File: src/rtl/zt_pkg.sv
// Package: shared types for the junction temperature convolution engine.
// Assumes nothing beyond IEEE 1800-2017 enum support.
package zt_pkg;

    // Sequencer phases: waiting for a sample, accumulating terms, publishing.
    typedef enum logic [1:0] {
        ZT_IDLE = 2'd0,
        ZT_MAC  = 2'd1,
        ZT_FIN  = 2'd2
    } zt_state_e;

endpackage

File: src/rtl/zt_hist_shift.sv
// Power history shift buffer.
// Holds the last DEPTH accepted power samples, stage 0 being the newest.
// A shift enters din at stage 0 and drops the oldest sample.
// Assumes rd_idx stays below DEPTH.
module zt_hist_shift #(
    parameter int PW    = 12,
    parameter int DEPTH = 16,
    parameter int AW    = 4
) (
    input  logic          clk,
    input  logic          rst_n,
    input  logic          clr,
    input  logic          shift_en,
    input  logic [PW-1:0] din,
    input  logic [AW-1:0] rd_idx,
    output logic [PW-1:0] rd_data
);

    logic [PW-1:0] stage [DEPTH];

    for (genvar g = 0; g < DEPTH; g++) begin : g_stage
        if (g == 0) begin : g_head
            // Newest slot: loads the incoming sample on a shift.
            always_ff @(posedge clk) begin
                if (!rst_n || clr) begin
                    stage[g] <= '0;
                end else if (shift_en) begin
                    stage[g] <= din;
                end
            end
        end else begin : g_tail
            // Older slot: takes the value of its younger neighbour on a shift.
            always_ff @(posedge clk) begin
                if (!rst_n || clr) begin
                    stage[g] <= '0;
                end else if (shift_en) begin
                    stage[g] <= stage[g-1];
                end
            end
        end
    end

    // Read port used by the multiply-accumulate sequencer.
    assign rd_data = stage[rd_idx];

endmodule

File: src/rtl/zt_coef_table.sv
// Cumulative thermal impedance table.
// Entry a stores the cumulative impedance at the end of step a+1.
// Written one entry per cycle during configuration and read asynchronously.
// Assumes writes do not overlap a computation whose result is expected to use the old curve.
module zt_coef_table #(
    parameter int ZW    = 12,
    parameter int DEPTH = 16,
    parameter int AW    = 4
) (
    input  logic          clk,
    input  logic          rst_n,
    input  logic          we,
    input  logic [AW-1:0] waddr,
    input  logic [ZW-1:0] wdata,
    input  logic [AW-1:0] raddr,
    output logic [ZW-1:0] rdata
);

    logic [ZW-1:0] entry [DEPTH];

    for (genvar g = 0; g < DEPTH; g++) begin : g_entry
        // One table register: reset to zero, loaded when addressed.
        always_ff @(posedge clk) begin
            if (!rst_n) begin
                entry[g] <= '0;
            end else if (we && (waddr == AW'(g))) begin
                entry[g] <= wdata;
            end
        end
    end

    // Combinational read of the entry for the current term.
    assign rdata = entry[raddr];

endmodule

File: src/rtl/zt_mac_seq.sv
// Convolution sequencer and accumulator.
// Accepts a sample when idle and walks the history one term per cycle.
// Each term is the history value times the increment Z[j+1]-Z[j], with Z[0]=0.
// The increment is formed from the previous table read, so the table holds cumulative values.
// A sample offered while busy is ignored. Clear abandons the current sum.
module zt_mac_seq
    import zt_pkg::*;
#(
    parameter int PW    = 12,
    parameter int ZW    = 12,
    parameter int DEPTH = 16,
    parameter int AW    = 4,
    parameter int ACCW  = PW + ZW + 2 + AW
) (
    input  logic                   clk,
    input  logic                   rst_n,
    input  logic                   clr,
    input  logic                   p_valid,
    input  logic [PW-1:0]          hist_data,
    input  logic [ZW-1:0]          coef_data,
    output logic                   shift_en,
    output logic [AW-1:0]          rd_idx,
    output logic                   fin_en,
    output logic signed [ACCW-1:0] acc
);

    localparam int            PRODW = PW + ZW + 2;
    localparam logic [AW-1:0] LAST  = AW'(DEPTH - 1);

    zt_state_e               state;
    logic [AW-1:0]           idx;
    logic [ZW-1:0]           zprev;
    logic signed [ZW:0]      dz;
    logic signed [PRODW-1:0] term;

    // Increment of the cumulative curve and its weighted term for this index.
    always_comb begin
        dz   = $signed({1'b0, coef_data}) - $signed({1'b0, zprev});
        term = $signed({1'b0, hist_data}) * dz;
    end

    // A new sample enters only when the sequencer is idle.
    assign shift_en = (state == ZT_IDLE) && p_valid && !clr;
    assign rd_idx   = idx;
    assign fin_en   = (state == ZT_FIN);

    // Phase control, term index and running sum.
    always_ff @(posedge clk) begin
        if (!rst_n || clr) begin
            state <= ZT_IDLE;
            idx   <= '0;
            zprev <= '0;
            acc   <= '0;
        end else begin
            unique case (state)
                ZT_IDLE: begin
                    if (p_valid) begin
                        state <= ZT_MAC;
                        idx   <= '0;
                        zprev <= '0;
                        acc   <= '0;
                    end
                end
                ZT_MAC: begin
                    acc   <= acc + ACCW'(term);
                    zprev <= coef_data;
                    if (idx == LAST) begin
                        state <= ZT_FIN;
                    end else begin
                        idx <= idx + AW'(1);
                    end
                end
                ZT_FIN: begin
                    state <= ZT_IDLE;
                end
                default: begin
                    state <= ZT_IDLE;
                end
            endcase
        end
    end

endmodule

File: src/rtl/zt_peak_track.sv
// Result stage.
// Scales the sum, clamps a negative sum to zero and adds ambient, saturating at the maximum code.
// Keeps the running peak and a sticky flag for a peak above (tj_max - margin).
// The threshold floors at zero. Ambient, limit and margin are sampled in the publishing cycle.
module zt_peak_track #(
    parameter int TW   = 16,
    parameter int ACCW = 30,
    parameter int FRAC = 8
) (
    input  logic                   clk,
    input  logic                   rst_n,
    input  logic                   clr,
    input  logic                   fin_en,
    input  logic signed [ACCW-1:0] acc,
    input  logic [TW-1:0]          amb,
    input  logic [TW-1:0]          tj_max,
    input  logic [TW-1:0]          margin,
    output logic [TW-1:0]          tj_out,
    output logic [TW-1:0]          tj_peak,
    output logic                   over_flag,
    output logic                   done
);

    localparam int            SW   = ((ACCW > TW) ? ACCW : TW) + 1;
    localparam logic [SW-1:0] TMAX = SW'((64'd1 << TW) - 64'd1);

    logic signed [ACCW-1:0] shifted;
    logic [ACCW-1:0]        rise;
    logic [SW-1:0]          sum;
    logic [TW-1:0]          tj_new;
    logic [TW-1:0]          peak_new;
    logic [TW-1:0]          thr;

    // Temperature for this step, the new peak and the violation threshold.
    always_comb begin
        shifted  = acc >>> FRAC;
        rise     = acc[ACCW-1] ? '0 : $unsigned(shifted);
        sum      = SW'(rise) + SW'(amb);
        tj_new   = (sum > TMAX) ? TMAX[TW-1:0] : sum[TW-1:0];
        peak_new = (tj_new > tj_peak) ? tj_new : tj_peak;
        thr      = (tj_max > margin) ? (tj_max - margin) : '0;
    end

    // Publish the result, update peak and flag, pulse done.
    always_ff @(posedge clk) begin
        if (!rst_n) begin
            tj_out    <= '0;
            tj_peak   <= '0;
            over_flag <= 1'b0;
            done      <= 1'b0;
        end else if (clr) begin
            tj_peak   <= '0;
            over_flag <= 1'b0;
            done      <= 1'b0;
        end else begin
            done <= fin_en;
            if (fin_en) begin
                tj_out  <= tj_new;
                tj_peak <= peak_new;
                if (peak_new > thr) begin
                    over_flag <= 1'b1;
                end
            end
        end
    end

endmodule

File: src/rtl/thermal_conv_engine.sv
// Junction temperature convolution engine (top).
// Convolves the power history with increments of a cumulative thermal impedance curve.
// Then adds ambient, tracks the peak and flags entry into the margin.
// One result per accepted sample, DEPTH+2 cycles after acceptance.
// Assumes samples arrive no faster than one per DEPTH+2 cycles.
module thermal_conv_engine #(
    parameter int PW    = 12,
    parameter int ZW    = 12,
    parameter int TW    = 16,
    parameter int DEPTH = 16,
    parameter int FRAC  = 8,
    localparam int AW   = (DEPTH > 1) ? $clog2(DEPTH) : 1
) (
    input  logic          clk,
    input  logic          rst_n,
    input  logic          clr,
    input  logic          cfg_we,
    input  logic [AW-1:0] cfg_addr,
    input  logic [ZW-1:0] cfg_data,
    input  logic          p_valid,
    input  logic [PW-1:0] p_data,
    input  logic [TW-1:0] amb,
    input  logic [TW-1:0] tj_max,
    input  logic [TW-1:0] margin,
    output logic [TW-1:0] tj_out,
    output logic [TW-1:0] tj_peak,
    output logic          over_flag,
    output logic          done
);

    localparam int ACCW = PW + ZW + 2 + AW;

    logic                   shift_en;
    logic                   fin_en;
    logic [AW-1:0]          rd_idx;
    logic [PW-1:0]          hist_data;
    logic [ZW-1:0]          coef_data;
    logic signed [ACCW-1:0] acc;

    zt_hist_shift #(.PW(PW), .DEPTH(DEPTH), .AW(AW)) u_hist (
        .clk      (clk),
        .rst_n    (rst_n),
        .clr      (clr),
        .shift_en (shift_en),
        .din      (p_data),
        .rd_idx   (rd_idx),
        .rd_data  (hist_data)
    );

    zt_coef_table #(.ZW(ZW), .DEPTH(DEPTH), .AW(AW)) u_table (
        .clk   (clk),
        .rst_n (rst_n),
        .we    (cfg_we),
        .waddr (cfg_addr),
        .wdata (cfg_data),
        .raddr (rd_idx),
        .rdata (coef_data)
    );

    zt_mac_seq #(.PW(PW), .ZW(ZW), .DEPTH(DEPTH), .AW(AW), .ACCW(ACCW)) u_mac (
        .clk       (clk),
        .rst_n     (rst_n),
        .clr       (clr),
        .p_valid   (p_valid),
        .hist_data (hist_data),
        .coef_data (coef_data),
        .shift_en  (shift_en),
        .rd_idx    (rd_idx),
        .fin_en    (fin_en),
        .acc       (acc)
    );

    zt_peak_track #(.TW(TW), .ACCW(ACCW), .FRAC(FRAC)) u_out (
        .clk       (clk),
        .rst_n     (rst_n),
        .clr       (clr),
        .fin_en    (fin_en),
        .acc       (acc),
        .amb       (amb),
        .tj_max    (tj_max),
        .margin    (margin),
        .tj_out    (tj_out),
        .tj_peak   (tj_peak),
        .over_flag (over_flag),
        .done      (done)
    );

endmodule

File: config.mk
export PLATFORM = sky130hd
export DESIGN_NAME = thermal_conv_engine
export DESIGN_NICKNAME = d
export VERILOG_FILES = /design/src/rtl/zt_pkg.sv /design/src/rtl/zt_hist_shift.sv /design/src/rtl/zt_coef_table.sv /design/src/rtl/zt_mac_seq.sv /design/src/rtl/zt_peak_track.sv /design/src/rtl/thermal_conv_engine.sv
export SDC_FILE = /design/constraint.sdc
export NUM_CORES = 1
export LEC_CHECK = 0
export BUFFER_PORTS_ARGS = -buffer_cell sky130_fd_sc_hd__buf_2
export CORE_ASPECT_RATIO = 0.9
export CORE_UTILIZATION = 45
export DETAILED_ROUTE_END_ITERATION = 10
export PLACE_DENSITY = 0.67
export SLEW_MARGIN = 25
export SYNTH_ARGS = -nofsm -noshare
export SYNTH_HDL_FRONTEND = slang
export SYNTH_SLANG_ARGS = --single-unit
File: constraint.sdc
create_clock -name clk -period 9.55 [get_ports clk]
set_input_delay 0.955 -clock clk [delete_from_list [all_inputs] [get_ports clk]]
set_output_delay 0.955 -clock clk [all_outputs]
set_load 0.01 [all_outputs]
==> reports/qor.txt, run 1 <==
status - finished, final reports clean
Fin. Hold Viols - 0
Vias per Instance - 5.476
min-delay worst type - reg2reg
Mapped Cells - 2545
worst endpoint required time - 10.04 ns
core area - 0.06559 sq mm
CTS sink count - 470
Num CTS Buffers - 49
initial DRC count - 1569
port bufs - 114
fin crit period - 9.124 ns
TNS Setup - 0 ns
Hold WS - 0.4579 ns
Detailed Routing Iterations Pass 1 - 5
Post-synth EDFFs - 384
Area Growth Syn to Fin - 10.33%
number of global-route vias before repair - 19270
Post-CTS Resized - 0
total design power - 6.213 mW
WL/cell - 19.38 um
RD Place Congestion - 0.9005
CP dominant cell by count - fa_1
VDD IR max - 0.1421 mV
GR Util All Layers - 0.2044
Synth Area in Adders - 0.1683
slowest CP cell - fa_1
Synth Flop Type - edfxtp_1
final worst path period share - 0.9554
Post-CTS Hold Fix Bufs - 0
total routed wirelength - 68410 um
Die ar. - 0.06744 sq mm
setup ws final - 0.4257 ns
root buffer cell - clkbuf_16
Post-synth ARST share - 0
Worst setup EP type - flop
Initial Util - 0.4556
number of remaining DRC errors - 0
simple-gate portion of the synthesized area - 0.1562
H-tree Lvls - 2
Post-Synth XOR/XNOR Area - 0.01553
Crit path largest cell delay - 0.57 ns
I/O pin total - 115
largest family of logic cells by synthesized area - adder cells
Final nets - 3028
unrepaired setup endpoints after global routing - false
Seq/Total Area, Yosys - 0.4435
buffer and inverter count on the worst path - 4
mux cell area share after synthesis - 0.09090
post-synth top area share - 0.3859
largest area contributor in the netlist - edfxtp_1
first-pass GRT wire length - 107900 um
filler cell count - 5693
Power Density - 188.4 mW/mm^2
Worst Path Arrival - 9.62 ns
Post-CTS Setup Bufs - 0
initial antenna violation count - 2
headroom to the max-slew limit - 0.2928
clock latency on the worst-skew pair - 0.61 ns
routed vias - 19330
Netlist cell types - 72
clk_skew - 0.02474 ns
LEAKAGE - 13.68 nW
# setup viols final - 0
FF+latch count, synth - 470
pre-CTS WS - 0.3554 ns
hpwl dp - 49590 um
number of max-cap violations - 0
Die Y - 246.5 um
Top delay family on crit path - adder cells
Compound-Gate Fraction of Synth Area - 0.07800
layout cells sized above 1 - 0.1434
syn_area_per_cell - 11.74 sq um
largest net degree at the start of global routing - 117
most frequent cell after synthesis - and2_1
total grt overflow - 0
syn_nets - 2947
Die Wd - 273.6 um
Final ANT Viol Nets - 0
critical path peak fanout - 25
count of pins over their slew limit - 0
row count - 89
kind of critical path - reg2reg
CTS tree - built
clk slew on worst S/H paths - 0.06 ns
Worst-Margin Slew - 1.057 ns
Yosys Warn Count - 0
most frequent cells after synthesis - and2_1, edfxtp_1, inv_1
Netlist Area Pre-Place - 0.02988 sq mm
dominant cells by area after synthesis - edfxtp_1, fa_1, mux4_2
Startpoint Class - flop
fmax - 0.1096 GHz
Clock Path Buffers - 3
==> state kept, by name (all words and copies together), names as in the netlist, named ones only <==
| register | flops |
|---|---|
| u_out.over_flag | 1 |
| u_mac.zprev | 12 |
| u_mac.state | 2 |
| u_mac.rd_idx | 4 |
| u_out.done | 1 |
| u_table.entry | 192 |
| u_mac.acc | 30 |
| u_out.tj_out | 16 |
| u_out.tj_peak | 16 |
| u_hist.stage | 192 |
==> tightest hold or removal path: cells and delay by family (launching register included) <==
family          cells  cell delay, ns
compound gates      1            0.06
flops               1            0.32
simple gates        1            0.05
==> final cells by class <==
type / instances / area (sq um) / share of cell area
diodes: 2 / 5.005 / 0.0001518
clock buffers: 60 / 1267 / 0.03844
clock inverters: 29 / 265.3 / 0.008045
inverters: 227 / 852.1 / 0.02584
multi-input cells: 1712 / 15260 / 0.4628
flip-flops and latches: 470 / 13260 / 0.4022
well taps: 864 / 1081 / 0.03279
repair buffers: 166 / 980.9 / 0.02975
==> through the flow <==
stage | instance area, sq um | instances | utilization
6_report | 32970 | 3530 | 0.5027
3_5_place_dp | 31390 | 3438 | 0.4786
5_1_grt | 32970 | 3528 | 0.5026
3_3_place_gp | 31390 | 3438 | 0.4785
4_1_cts | 32930 | 3527 | 0.5020
2_1_floorplan | 29880 | 2545 | -
==> cells in the final DEF (no fill, tap or decap), types with 6 or more instances in the layout <==
cell | Yosys | routed
and2_1 | 413 | 413
edfxtp_1 | 384 | 384
inv_1 | 227 | 227
ha_1 | 186 | 186
nand2_1 | 165 | 164
fa_1 | 135 | 135
nor2_1 | 124 | 120
mux4_2 | 119 | 119
buf_2 | 14 | 114
o21ai_0 | 92 | 91
dfxtp_1 | 86 | 83
a21oi_1 | 55 | 55
buf_4 | 1 | 50
clkbuf_16 | 0 | 49
a31oi_1 | 48 | 48
nor2b_1 | 44 | 44
a21o_1 | 33 | 33
xnor2_1 | 30 | 28
nand2b_1 | 24 | 24
xor2_1 | 23 | 23
o21a_1 | 23 | 22
nand3_1 | 22 | 22
nor3_1 | 17 | 17
nand4_1 | 16 | 16
and3_1 | 13 | 13
a22o_1 | 13 | 13
clkinv_1 | 0 | 12
clkbuf_1 | 114 | 11
o21bai_1 | 10 | 10
o211ai_1 | 9 | 9
or3_1 | 9 | 9
a211oi_1 | 7 | 7
nand3b_1 | 6 | 6
clkinv_2 | 0 | 6
==> report_power, final <==
part / total [mW] / switching, mW / internal, mW
sequential: 2.36 / 0.0474 / 2.31
clock: 1.85 / 0.839 / 1.01
combinational: 2.00 / 1.17 / 0.830
==> metal layers <==
metal | GRT usage | vias up | share of wire
met1 | 0.2966 | 9623 | 0.47
met2 | 0.3177 | 510 | 0.46
met4 | 0.05833 | 0 | 0.024
met3 | 0.02982 | 109 | 0.054
li1 | - | 9088 | -
met5 | 0 | - | 0
==> worst paths after layout <==
kind / start / depth (start not counted) / slack, ns / end
min: u_mac.acc[20] / 2 / 0.46 / u_mac.acc[20]
max: flop / 27 / 0.43 / u_mac.acc[18]
max reg2reg: flop / 27 / 0.43 / u_mac.acc[18]
min reg2reg: u_mac.acc[20] / 2 / 0.46 / u_mac.acc[20]
==> kinds of logic after synthesis <==
logic type,Yosys count
adder cells (fa/ha/maj),321
AND/OR/NAND/NOR,865
multiplexers,122
XOR/XNOR,53
flip-flops,470
buffers and inverters,363
AO/OA/AOI/OAI,351
(Power assumes the default switching activity.)
==> run 2: changes to the inputs <==
--- a/config.mk
+++ b/config.mk
@@ -8,9 +8,11 @@
 export BUFFER_PORTS_ARGS = -buffer_cell sky130_fd_sc_hd__buf_2
 export CORE_ASPECT_RATIO = 0.9
 export CORE_UTILIZATION = 45
+export CTS_CLUSTER_DIAMETER = 50
 export DETAILED_ROUTE_END_ITERATION = 10
-export PLACE_DENSITY = 0.67
+export PLACE_DENSITY_LB_ADDON = 0.05
 export SLEW_MARGIN = 25
 export SYNTH_ARGS = -nofsm -noshare
 export SYNTH_HDL_FRONTEND = slang
 export SYNTH_SLANG_ARGS = --single-unit
+export TNS_END_PERCENT = 10
==> reports/qor.txt, run 2 (synthesized netlist as in run 1, its figures left out) <==
Worst-Margin Slew - 1.078 ns (was 1.057 ns)
# setup viols final - 0 (unchanged)
status - finished, final reports clean (unchanged)
Crit path largest cell delay - 0.55 ns (was 0.57 ns)
Area Growth Syn to Fin - 12.44% (was 10.33%)
most frequent cells in the layout - and2_1, edfxtp_1, inv_1, ha_1, nand2_1 (unchanged)
layout cells sized above 1 - 0.1614 (was 0.1434)
Worst setup EP type - flop (unchanged)
fmax - 0.1102 GHz (was 0.1096 GHz)
Detailed Routing Iterations Pass 1 - 5 (unchanged)
Worst Path Arrival - 9.58 ns (was 9.62 ns)
initial antenna violation count - 3 (was 2)
headroom to the max-slew limit - 0.2789 (was 0.2928)
number of global-route vias before repair - 19340 (was 19270)
number of remaining DRC errors - 0 (unchanged)
I/O pin total - 115 (unchanged)
count of pins over their slew limit - 0 (unchanged)
LEAKAGE - 14.03 nW (was 13.68 nW)
slowest CP cell - fa_1 (unchanged)
CTS tree - built (unchanged)
clock power share - 0.340 (was 0.298)
total design power - 6.685 mW (was 6.213 mW)
final worst path period share - 0.9505 (was 0.9554)
CTS sink count - 470 (unchanged)
Die Wd - 273.6 um (unchanged)
largest net degree at the start of global routing - 128 (was 117)
Clock Path Buffers - 3 (unchanged)
Fin. Hold Viols - 0 (unchanged)
clock latency on the worst-skew pair - 0.64 ns (was 0.61 ns)
Hold Crit Start - u_mac.acc[23] (was u_mac.acc[20])
switching power - 2.215 mW (was 2.058 mW)
first-pass GRT wire length - 113900 um (was 107900 um)
hpwl dp - 52220 um (was 49590 um)
Reg2Reg Depth - 30 (was 27)
Final nets - 3051 (was 3028)
core area - 0.06559 sq mm (unchanged)
root buffer cell - clkbuf_16 (unchanged)
Switching Fraction - 0.3314 (was 0.3312)
Comb power frac - 0.306 (was 0.322)
Internal Pwr Total - 4.469 mW (was 4.155 mW)
row count - 89 (unchanged)
pre-CTS WS - 0.1841 ns (was 0.3554 ns)
port bufs - 114 (unchanged)
Final ANT Viol Nets - 0 (unchanged)
Hold WS - 0.4703 ns (was 0.4579 ns)
largest registers - u_hist.stage (192), u_table.entry (192), u_mac.acc (30) (unchanged)
initial DRC count - 1474 (was 1569)
hold path depth - 2 (unchanged)
WL/cell - 20.50 um (was 19.38 um)
Startpoint Class - flop (unchanged)
Power Density - 198.9 mW/mm^2 (was 188.4 mW/mm^2)
min-delay worst type - reg2reg (unchanged)
most common cell after layout, fill and taps aside - and2_1 (unchanged)
Initial Util - 0.4556 (unchanged)
CP dominant cell by count - fa_1 (unchanged)
critical path peak fanout - 18 (was 25)
fin crit period - 9.078 ns (was 9.124 ns)
r2r setup slk - 0.47 ns (was 0.43 ns)
setup ws final - 0.4724 ns (was 0.4257 ns)
hold endpoint - u_mac.acc[23] (was u_mac.acc[20])
total grt overflow - 0 (unchanged)
final core occ - 0.5123 (was 0.5027)
Die Y - 246.5 um (unchanged)
clk_skew - 0.02063 ns (was 0.02474 ns)
H-tree Lvls - 2 (unchanged)
TNS Setup - 0 ns (unchanged)
VDD IR max - 0.1578 mV (was 0.1421 mV)
RD Place Congestion - 0.8892 (was 0.9005)
kind of critical path - reg2reg (unchanged)
clk slew on worst S/H paths - 0.06 ns (about the same)
GR Util All Layers - 0.2202 (was 0.2044)
Vias per Instance - 5.454 (was 5.476)
number of max-cap violations - 0 (unchanged)
Reg-to-Reg End - u_mac.acc[28] (was u_mac.acc[18])
Die ar. - 0.06744 sq mm (unchanged)
worst endpoint required time - 10.05 ns (was 10.04 ns)
sequential power share - 0.354 (was 0.380)
total routed wirelength - 73120 um (was 68410 um)
Num CTS Buffers - 61 (was 49)
routed vias - 19450 (was 19330)
-- run 2: cell count changes in the layout (fill, tap and decap cells not counted), sizes merged --
cell    delta
buf       +11
bufinv     -1
clkbuf    +17
clkinv     -3
diode      -1
inv       +14
-- run 2: repair_timing --
item,in CTS,in global routing
hold buffers,0,0
hold endpoints to repair,0,0
setup buffers,0,12
resized for setup,0,7
endpoints found under the setup margin,0,12
-- run 2: layout make-up --
cell class	count	area, sq um
antenna	1	2.502
clock buffer	77	1704
clock inverter	39	325.3
fill	5818	31990
inverter	227	852.1
multi-input combinational	1712	15280
sequential	470	13260
tap	864	1081
timing repair buffer	177	1096
-- run 2: power groups by stage --
stage / clock network [mW] / registers [mW] / logic [mW]
5_1_grt: 2.41 / 2.38 / 2.34
4_1_cts: 2.33 / 2.37 / 2.05
3_3_place_gp: 0 / 2.41 / 2.01
2_1_floorplan: 0 / 2.39 / 1.52
6_report: 2.27 / 2.37 / 2.05
3_5_place_dp: 0 / 2.41 / 2.03
-- run 2: worst max path at each step --
stage / start / to / cells after the start
floorplan: flop / u_mac.acc[28] / 33
global placement: flop / u_mac.acc[28] / 27
detailed placement: flop / u_mac.acc[28] / 28
CTS: flop / u_mac.acc[28] / 28
global route: flop / u_mac.acc[26] / 30
finish: flop / u_mac.acc[28] / 30
-- run 2: per-stage QoR --
| stage | area, sq um | instances |
|---|---|---|
| finish | 33600 | 3567 |
| global route | 33600 | 3567 |
| CTS | 33440 | 3553 |
| detailed placement | 31420 | 3437 |
| global placement | 31410 | 3437 |
| floorplan | 29880 | 2545 |
-- run 2: per-layer routing --
layer  global-route usage  share of wire  vias up
li1                     -              -     9148
met1               0.3323           0.48     9668
met2               0.3281           0.44      531
met3              0.03197          0.057      107
met4              0.06162          0.023        0
met5                    0              0        -
-- run 2: worst max-delay path: cells and delay by family, from the launching register on --
kind / cells / cell delay, ns
simple gates: 1 / 0.15
fa+ha+maj: 8 / 3.81
compound gates: 12 / 2.52
mux: 2 / 1.08
flops: 1 / 0.46
buf+inv: 7 / 0.89
